**config.mk**
```make
export PLATFORM = sky130hd
export DESIGN_NAME = bcd_wide_adder
export DESIGN_NICKNAME = d
export VERILOG_FILES = /design/src/rtl/bcd_add_pkg.sv /design/src/rtl/bcd_presum.sv /design/src/rtl/bcd_carry_extract.sv /design/src/rtl/bcd_fixup.sv /design/src/rtl/bcd_wide_adder.sv
export SDC_FILE = /design/constraint.sdc
export NUM_CORES = 1
export LEC_CHECK = 0
export BUFFER_PORTS_ARGS = -buffer_cell sky130_fd_sc_hd__buf_2
export CAP_MARGIN = 20
export CORE_AREA = 2 2 265 162
export DETAILED_ROUTE_END_ITERATION = 8
export DIE_AREA = 0 0 267 164
export PLACE_DENSITY = 0.53
export SYNTH_ARGS = -nofsm -noshare
export SYNTH_HDL_FRONTEND = slang
export SYNTH_SLANG_ARGS = --single-unit
```
**constraint.sdc**
```tcl
create_clock -name clk_i -period 6.58 [get_ports clk_i]
set_input_delay 0.658 -clock clk_i [delete_from_list [all_inputs] [get_ports clk_i]]
set_output_delay 0.658 -clock clk_i [all_outputs]
set_load 0.02 [all_outputs]
```
**src/rtl/bcd_add_pkg.sv**
```systemverilog
package bcd_add_pkg;
  localparam int unsigned DIGIT_W = 4;

  function automatic logic digit_ok(input logic [DIGIT_W-1:0] d);
    return d <= 4'd9;
  endfunction
endpackage

```
**src/rtl/bcd_presum.sv**
```systemverilog
module bcd_presum #(
  parameter int unsigned DIGITS = 16,
  localparam int unsigned W = DIGITS * bcd_add_pkg::DIGIT_W
) (
  input  logic [W-1:0] a_i,
  input  logic [W-1:0] b_i,
  output logic [W-1:0] sum_o,
  output logic [W-1:0] biased_o
);
  localparam logic [W-1:0] BIAS = {DIGITS{4'h6}};

  assign sum_o    = a_i + b_i;
  // +6 per digit turns a decimal carry into a binary carry at nibble edges
  assign biased_o = sum_o + BIAS;
endmodule

```
**src/rtl/bcd_carry_extract.sv**
```systemverilog
module bcd_carry_extract #(
  parameter int unsigned DIGITS = 16,
  localparam int unsigned DW = bcd_add_pkg::DIGIT_W,
  localparam int unsigned W = DIGITS * DW
) (
  input  logic [W-1:0] a_i,
  input  logic [W-1:0] b_i,
  input  logic [W-1:0] biased_i,
  output logic [W-1:0] mask_o
);
  for (genvar d = 0; d < DIGITS; d++) begin : g_dig
    if (d < DIGITS - 1) begin : g_inner
      // carry into digit d+1 marks digit d as carrying
      assign mask_o[d*DW] = a_i[(d+1)*DW] ^ b_i[(d+1)*DW] ^ biased_i[(d+1)*DW];
    end else begin : g_top
      // biased sum wrapped below a => top digit carried
      assign mask_o[d*DW] = biased_i < a_i;
    end
    assign mask_o[d*DW+DW-1 -: DW-1] = '0;
  end
endmodule

```
**src/rtl/bcd_fixup.sv**
```systemverilog
module bcd_fixup #(
  parameter int unsigned DIGITS = 16,
  localparam int unsigned DW = bcd_add_pkg::DIGIT_W,
  localparam int unsigned W = DIGITS * DW
) (
  input  logic [W-1:0] sum_i,
  input  logic [W-1:0] mask_i,
  output logic [W-1:0] sum_o,
  output logic         ovf_o
);
  logic [W-1:0] corr;

  // mask bits sit on nibble LSBs only, so x*6 = x<<1 | x<<2 without overlap
  assign corr  = (mask_i << 1) | (mask_i << 2);
  assign sum_o = sum_i + corr;
  assign ovf_o = mask_i[W-DW];
endmodule

```
**src/rtl/bcd_wide_adder.sv**
```systemverilog
module bcd_wide_adder #(
  parameter int unsigned DIGITS = 16,
  localparam int unsigned W = DIGITS * bcd_add_pkg::DIGIT_W
) (
  input  logic         clk_i,
  input  logic         rst_ni,
  input  logic         valid_i,
  input  logic [W-1:0] a_i,
  input  logic [W-1:0] b_i,
  output logic         valid_o,
  output logic [W-1:0] sum_o,
  output logic         ovf_o
);
  logic [W-1:0] bin_sum, biased, mask;
  logic         s1_valid;
  logic [W-1:0] s1_sum, s1_mask;
  logic [W-1:0] fix_sum;
  logic         fix_ovf;

  bcd_presum #(.DIGITS(DIGITS)) u_presum (
    .a_i(a_i), .b_i(b_i), .sum_o(bin_sum), .biased_o(biased)
  );

  bcd_carry_extract #(.DIGITS(DIGITS)) u_carry (
    .a_i(a_i), .b_i(b_i), .biased_i(biased), .mask_o(mask)
  );

  always_ff @(posedge clk_i or negedge rst_ni) begin
    if (!rst_ni) begin
      s1_valid <= 1'b0;
      s1_sum   <= '0;
      s1_mask  <= '0;
    end else begin
      s1_valid <= valid_i;
      if (valid_i) begin
        s1_sum  <= bin_sum;
        s1_mask <= mask;
      end
    end
  end

  bcd_fixup #(.DIGITS(DIGITS)) u_fix (
    .sum_i(s1_sum), .mask_i(s1_mask), .sum_o(fix_sum), .ovf_o(fix_ovf)
  );

  always_ff @(posedge clk_i or negedge rst_ni) begin
    if (!rst_ni) begin
      valid_o <= 1'b0;
      sum_o   <= '0;
      ovf_o   <= 1'b0;
    end else begin
      valid_o <= s1_valid;
      if (s1_valid) begin
        sum_o <= fix_sum;
        ovf_o <= fix_ovf;
      end
    end
  end
endmodule

```
Word-level counts from Yosys, hierarchy flattened
Index checks and enable logic that the tools add are counted.
- register bits after elaboration: 147
- output and inout bits: 66
- bitwise logic cells: 31
- $lt $le $gt $ge: 1
- $add $sub $neg: 3
- operators with widths (kind ; count):
    adder 64 x 63 -> 64 bit ; 1
    adder 64 x 63 -> 64 bit (second input constant) ; 1
    adder 64 bit ; 1
    less-than comparator 64 bit ; 1
    OR 62 x 63 -> 63 bit ; 1
    XOR 1 bit ; 30

Depth between registers and ports, before layout
Gate-level depths: netlist (run 1).
- word-level depth: 3
- depth in mapped cells: 28

By module
A second synthesis (run 1) with hierarchy kept.
- cell total of the unflattened synthesis: 2197
- area, all modules: 19761.5 um^2
- by module, submodules not included (module ; times used ; sequential area each (um^2) ; cells an instance ; area each (um^2)):
    bcd_wide_adder ; 1 ; 4879.7 ; 409 ; 7303.3
    bcd_presum ; 1 ; 0.0 ; 890 ; 6212.2
    bcd_fixup ; 1 ; 0.0 ; 595 ; 4055.1
    bcd_carry_extract ; 1 ; 0.0 ; 303 ; 2190.9

Worst setup path before layout (run 1)
OpenSTA, ideal clock, no wires.
- path type: input-to-reg
- start: in a_i[0]
- end: reg s1_mask[60]
- stages: 28
- arrival: 5.592 ns
- buffers on the path: 0
- path slack: 0.905 ns
- path through: ha_1 -> inv_1 -> fa_1 -> nand2b_1 -> a21oi_1 -> xnor2_1 -> nor3b_1 -> or3_1 -> a211oi_1 -> o31ai_2 -> a21boi_1 -> o31a_1 -> o2bb2ai_4 -> o21ba_2 -> o21ai_1 -> xor2_1 -> ha_1 -> a21o_1 -> a21oi_1 -> nor2b_1 -> o21ai_0 -> nand2b_1 -> a21oi_1 -> nor2b_1 -> o21ai_0 -> o2111ai_1 -> a211o_1 -> o22ai_1
- longest elaborated chain between the ends: 3
- RTL lines (what ; RTL line ; RTL):
    from (decl) ; bcd_wide_adder.sv:8 ; input logic [W-1:0] a_i,
    adder 64 bit ; bcd_presum.sv:12 ; assign sum_o = a_i + b_i;
    adder 64 x 63 -> 64 bit ; bcd_presum.sv:14 ; assign biased_o = sum_o + BIAS;
    less-than comparator 64 bit * ; bcd_carry_extract.sv:17 ; assign mask_o[d*DW] = biased_i < a_i;
    to (signal assigned) ; bcd_wide_adder.sv:37 ; s1_mask <= mask;
    to (decl) ; bcd_wide_adder.sv:16 ; logic [W-1:0] s1_sum, s1_mask;
Every way passes the cells marked *; elsewhere a longest branch is shown, timed or not.
A chain may end at the register's enable or synchronous reset.

Worst setup path in the final report (run 1)
Same ends and word-level chain as after synthesis.

==> impl_metrics.tcl, run 1 <==
set metrics [dict create \
    status "completed" \
    ant_nets 0 \
    slew_headroom_pct 30.8 \
    synthToLayoutAreaGrowth_pct 17.0 \
    layout_min_cycle_time_ps 6180 \
    powerDensity_nw_per_um2 348 \
    required_ps 6930 \
    synthTopCellsByArea "dfrtp_1, ha_1, mux2_2" \
    drv_cap 0 \
    synth_enable_flop_cells 0 \
    crit_path_end_kind "register" \
    synth_nets 2077 \
    drt_first_pass_iters 5 \
    die_w_um 267 \
    place.port_buffers 196 \
    critical_path.reg2reg.startpoint "s1_sum[1]" \
    cp_max_fo 4 \
    worst_setup_path_start_kind "input port" \
    start_util_pct 36.5 \
    antennaDiodeCount 0 \
    cts_tree "done" \
    skew_ps 7.64 \
    pin_count 197 \
    die_area_sq_um 43800 \
    grt_max_degree 96 \
    layout-drive-gt1-share_pct 21.6 \
    drt-total-wl_um 51300 \
    clock_tree.root_cell "clkbuf_16" \
    dpl.cell_count 2556 \
    tightest_slew_ps 1040 \
    slew_viol_final 0 \
    hold_viol 0 \
    hpwlAfterDp_um 43800 \
    drt_iter0_markers 1314 \
    grt_util_all_layers_pct 23.4 \
    vias 14300 \
    syn_avg_cell_area_sq_um 8.48 \
    place.gp.congestion 0.973 \
    ys_ff_latch 147 \
    total_leakage_power_nw 7.91 \
    hold_path.class "in -> async" \
    die_h_um 164 \
    grt_pass1_wl_um 78400 \
    ys_warn_count 0 \
    avgRoutedWirePerCell_um 19.8 \
    fin_util_pct 42.7 \
    htreeDepth 4 \
    reg2reg_depth 16 \
    yosys.area.top_type_share_pct 24.3 \
    yosys.area.top_type "dfrtp_1" \
    hold-worst-slack_ps 269 \
    numCtsBuffers 17 \
    nets 2298 \
    crit_type "in -> reg" \
    pre_cts_ws_ps 100 \
    ys.flop_type "dfrtp_1" \
    tns_ps 0 \
    ys_seq_area_share_pct 24.3 \
    crit_path_top_delay_cell "a2111oi_0" \
    rsz0062_at_grt "no" \
    async_flop_share_pct 100 \
    overflow 0 \
    worst-r2r-setup-slack_ps 2400 \
    first_global_vias 13100 \
    vias_per_cell 5.52 \
    power_mw 6.17 \
    min_period_over_period_pct 94.0 \
    synth_cell_types 104 \
    syn_area_sq_um 15100 \
    synth_common_cells "a21oi_1, ha_1, dfrtp_1" \
    synth_cells 1784 \
    clkSlewWorstSetupHoldPaths_ps 70 \
    setup_viol 0 \
    cts_buffer_depth 2 \
    max_stage_delay_ps 640 \
    clock_latency_ps 430 \
    clock-sinks 147 \
    stdcell_count 2588 \
    post-route-drc-count 0 \
    synth_most_common_cell "a21oi_1" \
    final_area_sq_um 17700 \
    placement_rows 58 \
    coreArea_sq_um 41400 \
    crit_arrival_ps 6530 \
    rr_endpoint "sum_o[61]" \
    irDropWorstVdd_v 0.000174 \
    max_freq_ghz 0.162 \
    placed_cell_area_sq_um 17000 \
    post-route-worst-setup-slack_ps 398 \
    cts_setup_buffers 0 \
    antenna_found_initial 0 \
]
-- worst max path at each step --
stage / startpoint / to / slack [ps] / depth (start not counted)
2_1_floorplan: a_i[0] / s1_mask[60] / 910 / 28
3_3_place_gp: a_i[0] / s1_mask[60] / 70 / 30
3_5_place_dp: a_i[0] / s1_mask[60] / 100 / 29
4_1_cts: a_i[0] / s1_mask[60] / 510 / 29
5_1_grt: a_i[0] / s1_mask[60] / 60 / 25
6_report: a_i[0] / s1_mask[60] / 400 / 30
-- layer usage --
metal	vias up	part of all wire, %	routed length (um)	global-route usage (%)
li1	6964	-	-	-
met1	6844	57	29500	41.2
met2	440	34	17500	28.0
met3	28	7.4	3800	3.75
met4	0	0.97	498	3.83
met5	-	0	0	0
-- placed cells by master, fill, tap and decap left out, drive strengths merged, types with 16 or more instances in the layout --
cell / synthesis / layout
buf: 19 / 249
nand2b: 28 / 28
and2: 27 / 27
xnor2: 90 / 90
xor2: 75 / 75
inv: 108 / 114
nor2: 141 / 141
a211oi: 19 / 19
nor2b: 31 / 31
a21o: 33 / 33
o21bai: 20 / 20
o21ai: 111 / 111
dfrtp: 147 / 147
and3: 20 / 20
o21a: 24 / 24
mux2: 92 / 92
ha: 160 / 160
a21oi: 180 / 180
clkbuf: 28 / 19
nand2: 111 / 111
nor3: 29 / 29
nand4: 40 / 40
nand3: 49 / 49
o211ai: 16 / 16
-- critical path: cells and delay by family --
kind	cells	cell delay (ps)
compound gates	19	4000
fa+ha+maj	3	880
simple gates	4	460
buf+inv	3	380
xor+xnor	1	160
-- registers in the layout, summed over array words and instances, names as in the netlist --
signal / flops
valid_o: 1
s1_valid: 1
s1_mask: 16
sum_o: 64
ovf_o: 1
s1_sum: 64
-- kinds of logic (layout without fill, tap and decap cells) --
kind of cell               count (synthesis)  count (layout)  synth area share (%)
buffers and inverters                    155             389                  3.99
xor gates and xnor gates                 165             165                  9.55
muxes                                    103             103                  7.60
and+or+nand+nor                          536             536                  17.9
adders and majority gates                162             162                  13.5
DFF                                      147             147                  24.3
AOI/OAI and AO/OA                        516             516                  23.1
-- power breakdown --
| part | switching, mW | total, mW | leakage, nW | internal (mW) |
|---|---|---|---|---|
| sequential | 0.287 | 1.53 | 1.69 | 1.24 |
| combinational | 2.07 | 3.54 | 5.89 | 1.48 |
| clock | 0.393 | 1.09 | 0.330 | 0.700 |
-- cell type report --
type                    count  area [sq um]
well taps                 570           713
fillers                  4270         23700
multi-input cells        1482         10900
clock buffers              19           453
flip-flops and latches    147          3680
clock inverters            13           216
repair buffers            249          1390
inverters                 108           405
-- timing repair --
item	CTS	global route
endpoints found under the hold margin	0	0
hold buffers	0	0
setup endpoints to repair	0	1
resized for setup	0	2
Note: power is estimated with default switching activity, not from simulation.
==> run 2: changes to the inputs <==
- CELL_PAD_IN_SITES_DETAIL_PLACEMENT: not set -> 0
- CELL_PAD_IN_SITES_GLOBAL_PLACEMENT: not set -> 1
- CORE_AREA: 2 2 265 162 -> 2 2 302 185
- CTS_CLUSTER_DIAMETER: not set -> 80
- DIE_AREA: 0 0 267 164 -> 0 0 304 187
- PLACE_DENSITY: 0.53 -> 0.65
- SYNTH_HIERARCHICAL: not set -> 1
==> run 2 against run 1 <==
Effect of this change:
- sequential share of layout area increased by 1.4 points
- register-to-register slack better by 220 ps
- worst hold slack worse by 45 ps
- clock skew is 2.6 ps higher
- cell area is 24% higher
- utilization decreased by 2.6 points
- largest power group unchanged
- largest cell class unchanged
- highest routed layer unchanged
==> impl_metrics.tcl, run 2 <==
set metrics [dict create \
    place.port_buffers 196 \
    met1_usage_pct 38.4 \
    crit_path_end_kind "register" \
    powerDensity_nw_per_um2 365 \
    drt-total-wl_um 63500 \
    clock_latency_ps 450 \
    rr_endpoint "sum_o[62]" \
    placement_rows 67 \
    tightest_slew_ps 1020 \
    critical_path.reg2reg.startpoint "s1_mask[10]" \
    coreArea_sq_um 54600 \
    max_stage_delay_ps 630 \
    ys_warn_count 6 \
    numCtsBuffers 17 \
    syn_area_sq_um 19700 \
    cts_hold_buf 0 \
    total_leakage_power_nw 9.75 \
    synth_cells 2194 \
    final_common_cell "ha_1" \
    layout_common_cells "ha_1, buf_2, dfrtp_1" \
    worst-r2r-setup-slack_ps 2620 \
    die_area_sq_um 56800 \
    clock-sinks 194 \
    drv_cap 0 \
    min_period_over_period_pct 92.4 \
    post-route-drc-count 0 \
    start_util_pct 36.1 \
    clock_tree.root_cell "clkbuf_16" \
    vias_per_cell 5.42 \
    die_h_um 187 \
    grt_util_all_layers_pct 21.9 \
    crit_arrival_ps 6420 \
    place.gp.congestion 0.982 \
    crit_type "in -> reg" \
    layout_min_cycle_time_ps 6080 \
    status "completed" \
    first_global_vias 15900 \
    required_ps 6920 \
    reg2reg_depth 12 \
    nets 2706 \
    drt_iter0_markers 1760 \
    worst_setup_path_start_kind "input port" \
    rsz0062_at_grt "no" \
    busiest_layer "met1" \
    synthToLayoutAreaGrowth_pct 11.0 \
    clkSlewWorstSetupHoldPaths_ps 80 \
    path_cells "buf_2 -> ha_1 -> inv_1 -> fa_1 -> nor2b_4 -> o31a_4 -> nor2_1 -> xnor2_1 -> o311a_1 -> o2111ai_1 -> a31oi_1 -> a21oi_1 -> o31ai_2 -> a22oi_2 -> a21oi_2 -> o21ai_1 -> xor2_1 -> ha_1 -> nand4_1 -> nor4_1 -> nand4_1 -> o311a_1 -> mux2_2" \
    overflow 0 \
    cp_max_fo 6 \
    vias 16900 \
    syn_avg_cell_area_sq_um 8.99 \
    hold_path.class "in -> async" \
    avgRoutedWirePerCell_um 20.4 \
    pin_count 197 \
    slew_viol_final 0 \
    power_mw 7.98 \
    antenna_found_initial 1 \
    hold-worst-slack_ps 224 \
    grt_max_degree 80 \
    cts_tree "done" \
    htreeDepth 4 \
    irDropWorstVdd_v 0.000191 \
    max_freq_ghz 0.164 \
    tns_ps 0 \
    crit_path_top_delay_cell "xnor2_1" \
    cts_buffer_depth 2 \
    met2_usage_pct 25.9 \
    use_met3_pct 3.92 \
    grt_pass1_wl_um 97000 \
    setup_viol 0 \
    drt_first_pass_iters 6 \
    die_w_um 304 \
    hpwlAfterDp_um 53100 \
    hold_viol 0 \
    slew_headroom_pct 31.9 \
    ant_nets 0 \
    cts_setup_buffers 0 \
    biggestRegsByFlops "s1_sum: 64 flops, sum_o: 64 flops, s1_mask: 63 flops" \
    skew_ps 10.2 \
    layout-drive-gt1-share_pct 25.3 \
    cts_resized 0 \
]
## run 2: cell types whose count changed in the layout (fill, tap and decap cells not counted), sizes merged, moves of 18 or more
cell / delta
xor2: -18
nor2b: -19
mux2: +100
nor2: -40
a21o: +32
ha: +35
dfrtp: +47
or2: +60
conb: +47
xnor2: +46
nand3: -19
nand2: +61
## run 2: per-stage QoR
| stage | utilization (%) | cell area, sq um | worst slack [ps] | std cells |
|---|---|---|---|---|
| final | 40.1 | 21900 | 497 | 3117 |
| after global routing | 40.1 | 21900 | 155 | 3116 |
| after CTS | 40.1 | 21900 | 614 | 3115 |
| after detailed placement | 38.9 | 21300 | 119 | 3083 |
| after global placement | 38.9 | 21300 | 156 | 3083 |
| after floorplan | - | 19900 | 1000 | 2240 |
## run 2: cell type report
cell class                 instances  area [sq um]
fill                            5515         32700
multi-input combinational       1805         13700
sequential                       194          4860
timing repair buffer             239          1320
tap                              724           906
inverter                         121           454
clock buffer                      18           429
clock inverter                    14           191
antenna                            2          5.00
## run 2: per-layer routing
metal	part of all wire [%]	up-vias
met5	0	-
met4	1.3	0
met2	34	620
met3	7.8	42
li1	-	8234
met1	57	8000
## run 2: worst max-delay path by stage
stage	depth (start not counted)	endpoint	from	slack [ps]
2_1_floorplan	22	s1_mask[60]	a_i[0]	1000
3_3_place_gp	23	s1_mask[60]	a_i[0]	160
3_5_place_dp	23	s1_mask[60]	a_i[0]	120
4_1_cts	23	s1_mask[60]	a_i[0]	610
5_1_grt	26	s1_mask[60]	a_i[0]	150
6_report	23	s1_mask[60]	a_i[0]	500
## run 2: worst max-delay path, delay by kind of cell
kind,cells,cell delay (ps)
multiplexers,1,260
AND/OR/NAND/NOR,5,990
buffers and inverters,2,160
adder cells (fa/ha/maj),3,930
XOR/XNOR,2,770
AO/OA/AOI/OAI,10,2630
## run 2: report_power, final
part / internal (mW) / total, mW / switching (mW) / leakage [nW]
combinational: 2.06 / 4.97 / 2.91 / 7.19
sequential: 1.59 / 1.90 / 0.303 / 2.27
clock: 0.583 / 1.12 / 0.533 / 0.299
total: 4.24 / 7.98 / 3.74 / 9.75
==> run 3: changes to the inputs <==
- CORE_AREA: 2 2 302 185 -> 2 2 235 237
- DIE_AREA: 0 0 304 187 -> 0 0 237 239
==> run 3 against run 2 <==
Effect of this change:
- sequential share of layout area increased by 0.091 points
- global-route usage decreased by 1.1 points
- highest routed layer unchanged
- largest power group unchanged
- final cell count decreased by 0.71%
- largest cell class unchanged
- critical endpoint unchanged
- cell area decreased by 0.41%
- maximum frequency increased by 0.65%
==> impl_metrics.tcl, run 3 (synthesis gave the netlist of run 2 again) <==
set metrics [dict create \
    status "completed" \
    multi_input_area_sq_um 13700 \
    wl_met1_um 23300 \
    pin_count 197 \
    drv_cap 0 \
    reg2reg_depth 12 \
    overflow 0 \
    place.gp.congestion 0.919 \
    power_mw 7.65 \
    grt_util_all_layers_pct 20.8 \
    first_global_vias 17200 \
    fillers 5615 \
    nets 2706 \
    setup_viol 0 \
    fin_util_pct 40.1 \
    htreeDepth 4 \
    die_area_sq_um 56600 \
    start_util_pct 36.3 \
    regArea_sq_um 4860 \
    worst-r2r-setup-slack_ps 2450 \
    clkSlewWorstSetupHoldPaths_ps 80 \
    placement_rows 86 \
    coreArea_sq_um 54300 \
    max_freq_ghz 0.165 \
    path_cells "buf_2 -> ha_1 -> a21oi_1 -> o21ai_0 -> o21a_1 -> a32oi_1 -> nor3_2 -> or3_1 -> a211oi_2 -> and2_0 -> and3_1 -> a22oi_2 -> buf_4 -> a21oi_2 -> o21ai_1 -> xor2_1 -> ha_1 -> nand4_1 -> nor4_1 -> nand4_1 -> o311a_1 -> mux2_2" \
    slew_headroom_pct 37.7 \
    skew_ps 9.92 \
    cts_tree "done" \
    met3_wirelength_um 1520 \
    avgRoutedWirePerCell_um 18.8 \
    final_common_cell "ha_1" \
    grt_pass1_wl_um 93000 \
    worst_setup_path_start_kind "input port" \
    layout_min_cycle_time_ps 6040 \
    p_switching_mw 3.49 \
    post-route-worst-setup-slack_ps 537 \
    numCtsBuffers 17 \
    irDropWorstVdd_v 0.000221 \
    total_leakage_power_nw 9.72 \
    synthToLayoutAreaGrowth_pct 10.5 \
    cts_buffer_depth 2 \
    place.port_buffers 196 \
    required_ps 6930 \
    hold_viol 0 \
    min_period_over_period_pct 91.8 \
    hpwlAfterDp_um 49100 \
    layout-drive-gt1-share_pct 25.3 \
    crit_path_top_delay_cell "a32oi_1" \
    p_sw_share_pct 45.7 \
    p_seq_share_pct 24.0 \
    die_h_um 239 \
    cp_max_fo 10 \
    drt-total-wl_um 58300 \
    drt_first_pass_iters 5 \
    layout_common_cells "ha_1, buf_2, dfrtp_1" \
    hold_path.class "in -> async" \
    post-route-drc-count 0 \
    hold-worst-slack_ps 216 \
    rr_endpoint "sum_o[62]" \
    rsz0062_at_grt "no" \
    cts_setup_buffers 0 \
    cts_hold_buf 0 \
    drt_iter0_markers 805 \
    tns_ps 0 \
    clock_latency_ps 450 \
    antenna_found_initial 0 \
    vias 16600 \
    pre_cts_ws_ps 179 \
    crit_arrival_ps 6390 \
    tightest_slew_ps 934 \
    combPwrFrac_pct 62.9 \
    clkPwrFrac_pct 13.1 \
    routed.top_layer "met4" \
    slew_viol_final 0 \
    clock_tree.root_cell "clkbuf_16" \
    biggestRegsByFlops "s1_sum: 64 flops, sum_o: 64 flops, s1_mask: 63 flops" \
    crit_path_end_kind "register" \
    powerDensity_nw_per_um2 351 \
    die_w_um 237 \
    crit_type "in -> reg" \
    intPower_mw 4.16 \
    vias_per_cell 5.38 \
    clock-sinks 194 \
    cts_resized 0 \
    max_stage_delay_ps 600 \
    critical_path.reg2reg.startpoint "s1_mask[10]" \
    ant_nets 0 \
    route.met2.wl_um 32200 \
    antennaDiodeCount 0 \
    grt_max_degree 89 \
]
run 3: cell count changes in the layout (fill, tap and decap cells not counted):
cell and delta:
clkinvlp_4 +3, clkinv_4 +3, clkinv_8 -3, bufinv_16 -2, inv_8 +2, inv_6 -4, clkbuf_8 +1, diode_2 -2
run 3: metrics by stage:
stage | std cells | area (sq um)
finish | 3095 | 21800
global route | 3095 | 21800
CTS | 3095 | 21800
detailed placement | 3063 | 21200
global placement | 3063 | 21200
floorplan | 2240 | 19900
run 3: area by class of cell:
cell class              count  area share, %
clock buffers              19           2.03
clock inverters            13          0.546
inverters                 121           2.08
multi-input cells        1805           63.0
flip-flops and latches    194           22.3
well taps                 704           4.04
repair buffers            239           6.04
run 3: how the worst max path moves through the flow:
stage             from  slack (ps)  cells past startpoint     endpoint
5_1_grt        a_i[18]         230                     22  s1_mask[60]
3_5_place_dp   a_i[18]         180                     22  s1_mask[60]
2_1_floorplan   a_i[0]        1000                     22  s1_mask[60]
3_3_place_gp    a_i[0]         300                     24  s1_mask[60]
6_report       a_i[18]         540                     22  s1_mask[60]
4_1_cts        a_i[18]         660                     22  s1_mask[60]
run 3: worst max-delay path: cells and delay by family:
family | cells | cell delay [ps]
fa+ha+maj | 2 | 710
compound gates | 9 | 2420
simple gates | 7 | 1860
buf+inv | 2 | 290
mux | 1 | 260
xor+xnor | 1 | 150
run 3: layer usage:
metal	global-route usage, %	vias up
met5	0	-
met4	5.20	0
li1	-	8221
met3	2.15	62
met2	41.9	324
met1	23.1	8029
run 3: power by group through the flow:
stage	combinational [mW]	clock [mW]	sequential, mW
2_1_floorplan	3.29	0	2.04
3_3_place_gp	4.83	0	1.87
3_5_place_dp	4.86	0	1.88
4_1_cts	4.89	1.05	1.86
5_1_grt	5.34	1.10	1.90
6_report	4.81	1.00	1.83
